File: config.mk
export PLATFORM = sky130hd
export DESIGN_NAME = dmairq_aggregator
export DESIGN_NICKNAME = d
export VERILOG_FILES = /design/src/rtl/dmairq_pkg.sv /design/src/rtl/dmairq_attn_bank.sv /design/src/rtl/dmairq_ctrl.sv /design/src/rtl/dmairq_signal.sv /design/src/rtl/dmairq_aggregator.sv
export SDC_FILE = /design/constraint.sdc
export NUM_CORES = 1
export LEC_CHECK = 0
export BUFFER_PORTS_ARGS = -buffer_cell sky130_fd_sc_hd__buf_2
export CORE_ASPECT_RATIO = 0.8
export CORE_MARGIN = 2
export CORE_UTILIZATION = 34
export CTS_CLUSTER_DIAMETER = 200
export DETAILED_ROUTE_END_ITERATION = 10
export PLACE_DENSITY = 0.77
export SETUP_SLACK_MARGIN = 0.1
export SYNTH_ARGS = -nofsm -noshare
export SYNTH_HDL_FRONTEND = slang
export SYNTH_HIERARCHICAL = 1
export SYNTH_SLANG_ARGS = --single-unit
export TNS_END_PERCENT = 50
File: constraint.sdc
create_clock -name clk -period 2 [get_ports clk]
set_input_delay 0.1 -clock clk [delete_from_list [all_inputs] [get_ports clk]]
set_output_delay 0.1 -clock clk [all_outputs]
set_load 0.02 [all_outputs]
File: src/rtl/dmairq_pkg.sv
package dmairq_pkg;
  localparam int ADDR_W = 8;
  localparam int DATA_W = 32;
  localparam logic [ADDR_W-1:0] OFS_CAP  = 8'h01;
  localparam logic [ADDR_W-1:0] OFS_CTRL = 8'h03;
  localparam logic [ADDR_W-1:0] OFS_ATTN = 8'h04;

  typedef struct packed {
    logic gated;
    logic summary;
    logic enable;
  } ctrl_view_t;
endpackage

File: src/rtl/dmairq_attn_bank.sv
module dmairq_attn_bank #(
  parameter int NCH = 4
) (
  input  logic           clk,
  input  logic           rst,
  input  logic [NCH-1:0] evt,
  input  logic [NCH-1:0] dis,
  input  logic           clr_en,
  input  logic [NCH-1:0] clr_mask,
  output logic [NCH-1:0] attn
);
  logic [NCH-1:0] set_v;
  logic [NCH-1:0] clr_v;

  assign set_v = evt & ~dis;
  assign clr_v = clr_en ? clr_mask : '0;

  always_ff @(posedge clk) begin
    if (rst) attn <= '0;
    else     attn <= (attn & ~clr_v) | set_v;
  end

  AST_EVENT_SETS: assert property (@(posedge clk) disable iff (rst)
    (|set_v) |=> ((attn & $past(set_v)) == $past(set_v)));
  AST_CLEAR_WORKS: assert property (@(posedge clk) disable iff (rst)
    (|(clr_v & ~set_v)) |=> ((attn & $past(clr_v & ~set_v)) == '0));
  AST_DISABLED_HOLDS: assert property (@(posedge clk) disable iff (rst)
    (|(dis & ~attn)) |=> ((attn & $past(dis & ~attn)) == '0));
endmodule

File: src/rtl/dmairq_ctrl.sv
module dmairq_ctrl (
  input  logic clk,
  input  logic rst,
  input  logic wr_en,
  input  logic wr_bit,
  input  logic rd_en,
  input  logic summary,
  output logic enable,
  output logic gated
);
  always_ff @(posedge clk) begin
    if (rst)        enable <= 1'b0;
    else if (rd_en) enable <= 1'b0;
    else if (wr_en) enable <= wr_bit;
  end

  assign gated = summary & enable;

  AST_READ_CLEARS: assert property (@(posedge clk) disable iff (rst)
    rd_en |=> !enable);
  AST_WRITE_LOADS: assert property (@(posedge clk) disable iff (rst)
    (wr_en && !rd_en) |=> (enable == $past(wr_bit)));
endmodule

File: src/rtl/dmairq_signal.sv
module dmairq_signal (
  input  logic clk,
  input  logic rst,
  input  logic msg_mode,
  input  logic gated,
  output logic irq_level,
  output logic irq_msg
);
  logic gated_q;

  always_ff @(posedge clk) begin
    if (rst) begin
      gated_q   <= 1'b0;
      irq_level <= 1'b0;
      irq_msg   <= 1'b0;
    end else begin
      gated_q   <= gated;
      irq_level <= gated & ~msg_mode;
      irq_msg   <= gated & ~gated_q & msg_mode;
    end
  end

  AST_MSG_ONE_CYCLE: assert property (@(posedge clk) disable iff (rst)
    irq_msg |=> !irq_msg);
endmodule

File: src/rtl/dmairq_aggregator.sv
module dmairq_aggregator #(
  parameter int NCH      = 4,
  parameter int CAP_LOG2 = 12
) (
  input  logic        clk,
  input  logic        rst,
  input  logic [3:0]  chan_evt,
  input  logic [3:0]  chan_dis,
  input  logic        msg_mode,
  input  logic [7:0]  reg_addr,
  input  logic        reg_wr,
  input  logic        reg_rd,
  input  logic [31:0] reg_wdata,
  output logic [31:0] reg_rdata,
  output logic        irq_level,
  output logic        irq_msg
);
  import dmairq_pkg::*;

  localparam int CAP_W = 5;

  logic [NCH-1:0] attn;
  logic           summary;
  logic           enable;
  logic           gated;
  logic           hit_ctrl;
  logic           hit_attn;
  ctrl_view_t     cview;
  logic [DATA_W-1:0] rd_mux;
  logic           unused_wdata;

  assign hit_ctrl     = (reg_addr == OFS_CTRL);
  assign hit_attn     = (reg_addr == OFS_ATTN);
  assign unused_wdata = ^reg_wdata;

  dmairq_attn_bank #(.NCH(NCH)) u_bank (
    .clk      (clk),
    .rst      (rst),
    .evt      (chan_evt[NCH-1:0]),
    .dis      (chan_dis[NCH-1:0]),
    .clr_en   (reg_wr & hit_attn),
    .clr_mask (reg_wdata[NCH-1:0]),
    .attn     (attn)
  );

  assign summary = |attn;

  dmairq_ctrl u_ctrl (
    .clk     (clk),
    .rst     (rst),
    .wr_en   (reg_wr & hit_ctrl),
    .wr_bit  (reg_wdata[0]),
    .rd_en   (reg_rd & hit_ctrl),
    .summary (summary),
    .enable  (enable),
    .gated   (gated)
  );

  dmairq_signal u_sig (
    .clk       (clk),
    .rst       (rst),
    .msg_mode  (msg_mode),
    .gated     (gated),
    .irq_level (irq_level),
    .irq_msg   (irq_msg)
  );

  assign cview = '{gated: gated, summary: summary, enable: enable};

  always_comb begin
    rd_mux = '0;
    unique case (reg_addr)
      OFS_CAP:  rd_mux[CAP_W-1:0] = CAP_W'(CAP_LOG2);
      OFS_CTRL: rd_mux[2:0]       = cview;
      OFS_ATTN: rd_mux[NCH-1:0]   = attn;
      default:  rd_mux            = '0;
    endcase
  end

  always_ff @(posedge clk) begin
    if (rst)         reg_rdata <= '0;
    else if (reg_rd) reg_rdata <= rd_mux;
  end

  AST_LEVEL_NEEDS_EN: assert property (@(posedge clk) disable iff (rst)
    irq_level |-> $past(enable));
  AST_MSG_NEEDS_EN: assert property (@(posedge clk) disable iff (rst)
    irq_msg |-> $past(enable));
  AST_LEVEL_TRACKS: assert property (@(posedge clk) disable iff (rst)
    !msg_mode |=> (irq_level == $past(enable && (attn != '0))));
endmodule

==> metrics.txt <==
Antenna diodes=0; Finished Layout Cells=147; Setup Viol. Count Final=0; Gate Count Post-Synth=89; Setup Total Neg Slack=0 ns; Avg Inst Size Synth=around 9 um^2; post-synth top area share=0.2954; grt total ovfl=0; Worst-path clk slew=0.07 ns; overall die height=47.75 um; outcome=finished with violations; worst skew pair latency=0.27 ns; DRC violations left=4; Setup Crit Path Kind=reg2reg; Post-Syn Area=813.3 um^2; Max Clock Skew=0.0005710 ns; CTS Root Cell=clkbuf_4; Critical Path Source Type=register; Crit. End Element=register; most numerous cell in the Yosys netlist=buf_4; area occupied by multi-input gates=456.7 um^2; DR iter-0 viols=23; worst r2r src=u_bank/attn[0]$_SDFF_PP0_; I/O Buffers=30; reg2reg end=reg_rdata[2]$_SDFFE_PP0P_; reported max-cap violation count=0; R2R cell count=5; final WL=1.603 mm; Placer Congestion=0.8273; Seq/Total Area, Yosys=0.2954; Pre-antenna DRT Iters=9; P per Cell Area=598.5 nW/um^2; Max stage delay cell, worst path=or4_4; worst hold path class=in2reg; violated checks=DRC; Hold Path Origin=chan_evt[2]; Yosys reg bits=12; FFs w/ async S/R, synth=0; RSZ-0062 raised after global routing=no; largest net degree at the start of global routing=15; Syn-to-layout area delta=14.15%; initial antenna violation count=0; number of flops mapped to enable cells by yosys=0; Netlist cell types=31; Bufs and invs on worst path=0; Top FF cell, synth=dfxtp_1; max-slew violation count=0; worst hold endpoint=u_bank/attn[2]$_SDFF_PP0_; # rows=15; Max clock buf depth=2; number of I/O pins=87; Hold Fails Final Rpt=0; Detailed Place HPWL=1.314 mm; reg-to-reg slack, setup=0.29 ns; CP max FO=4; dpl cells=142; H-Tree Depth=1; fin crit period=approximately 1.7 ns; pre-CTS setup slack=0.3077 ns; Max Clock Freq=585.8 MHz; DR WL/cell=10.90 um; most frequent cells after synthesis=28 x buf_4, 12 x dfxtp_1, 7 x nand2b_1, 4 x a21bo_1, 4 x a21oi_1; register area=240.2 um^2; crit share post-route=0.8536; worst ir drop on vdd=about 0.00017 V; CP delay by family, top=simple AND/OR/NAND/NOR gates; first-pass GRT wire length=2.484 mm; CTS Buf Count=3; clock tree from TritonCTS=done; leakage power=0.4657 nW; Die Area=2802 um^2; CP arrival=around 1.9 ns; Synth area leader=dfxtp_1; ANT nets after route=0; GRT Resource Usage Total=0.1205; nets=approximately 180; top cells by area, synth=dfxtp_1 30%, buf_4 26%, nand2b_1 5.4%; Core ar.=2215 um^2; CP Cell Sequence=or4_4 -> and2_1 -> nand2b_1 -> a221oi_1 -> a211oi_1; Initial Util=0.3672; number of global-route vias before repair=537; DR vias=about 660; setup slack after layout=0.2929 ns; fillers=255; Die Wd=58.68 um; hold depth=3; Worst path max stage delay=0.54 ns; PostCTS Resize Cnt=0; utilization after layout=0.4192; total power=0.5557 mW; Synthesis Warnings=6; vias per std cell=4.510; clk sinks=12; share of layout cells above drive strength 1=0.3279; WP data required=2.16 ns
==> final cells by class <==
type | count | share of cell area
Tap cell | 25 | 0.03369
Inverter | 1 | 0.004043
Timing Repair Buffer | 31 | 0.1725
Sequential cell | 12 | 0.2588
Clock buffer | 4 | 0.03908
Multi-Input combinational cell | 74 | 0.4919
==> flip-flops by register name (all words and copies together), names as in the netlist <==
signal and flops:
reg_rdata 4, u_bank/attn 4, u_ctrl/enable 1, u_sig/gated_q 1
u_sig/irq_level 1, u_sig/irq_msg 1
==> cell usage in the layout, fill, tap and decap left out, drive strengths merged <==
cell         count
a211oi           2
a21bo            4
a21oi            4
a221oi           2
a22oi            1
a31o             1
and2             2
and2b            1
and3             3
and3b            1
and4bb           1
buf             30
clkbuf           4
conb            28
dfxtp           12
dlygate4sd3      1
inv              1
mux2i            1
nand2            1
nand2b           7
nand4b           1
nor2             1
nor2b            3
nor3             2
nor3b            4
o2111ai          1
o21bai           1
o32ai            1
or4              1
==> logic make-up after synthesis <==
| group | after synthesis | synth area share |
|---|---|---|
| AND/OR/NAND/NOR | 28 | 0.2477 |
| flip-flops | 12 | 0.2954 |
| AO/OA/AOI/OAI | 17 | 0.1723 |
| other | 1 | 0.004611 |
| buffers and inverters | 30 | 0.2677 |
| multiplexers | 1 | 0.01231 |
==> metal layers <==
metal	vias up	GRT usage	routed length [um]
met4	0	0.03182	5
met3	2	0.06216	140
li1	321	-	-
met5	-	0	0
met2	31	0.2157	830
met1	309	0.1294	627
==> report_power, final <==
group	internal (mW)	leakage [nW]	switching, mW
Sequential	0.244	0.0976	0.00476
Clock	0.111	0.0210	0.0832
Combinational	0.0374	0.347	0.0753
==> worst max-delay path by stage <==
stage | startpoint | slack [ns] | cells past startpoint | endpoint
2_1_floorplan | u_bank/attn[0]$_SDFF_PP0_ | 0.42 | 5 | reg_rdata[2]$_SDFFE_PP0P_
3_3_place_gp | u_bank/attn[0]$_SDFF_PP0_ | 0.32 | 5 | reg_rdata[2]$_SDFFE_PP0P_
3_5_place_dp | u_bank/attn[0]$_SDFF_PP0_ | 0.31 | 5 | reg_rdata[2]$_SDFFE_PP0P_
4_1_cts | u_bank/attn[0]$_SDFF_PP0_ | 0.29 | 5 | reg_rdata[2]$_SDFFE_PP0P_
5_1_grt | u_bank/attn[0]$_SDFF_PP0_ | 0.17 | 5 | reg_rdata[2]$_SDFFE_PP0P_
6_report | u_bank/attn[0]$_SDFF_PP0_ | 0.29 | 5 | reg_rdata[2]$_SDFFE_PP0P_
==> metrics by stage <==
step | hold WS (ns) | instance area, um^2
2_1_floorplan | 0.1691 | 914.6
3_3_place_gp | 0.2727 | 882.1
3_5_place_dp | 0.2804 | 882.1
4_1_cts | 0.08274 | 928.4
5_1_grt | 0.07810 | 928.4
6_report | 0.08223 | 928.4
==> worst register-to-register path: cells and delay by family (launching register included) <==
family / cells / cell delay [ns]
simple gates: 3 / 0.90
compound gates: 2 / 0.36
flops: 1 / 0.33
==> what timing repair did <==
action | 4_1_cts | 5_1_grt
setup buffers | 0 | 0
hold buffers | 1 | 0
hold endpoints to repair | 1 | 0
No activity file was read; power rests on OpenSTA's default activity.
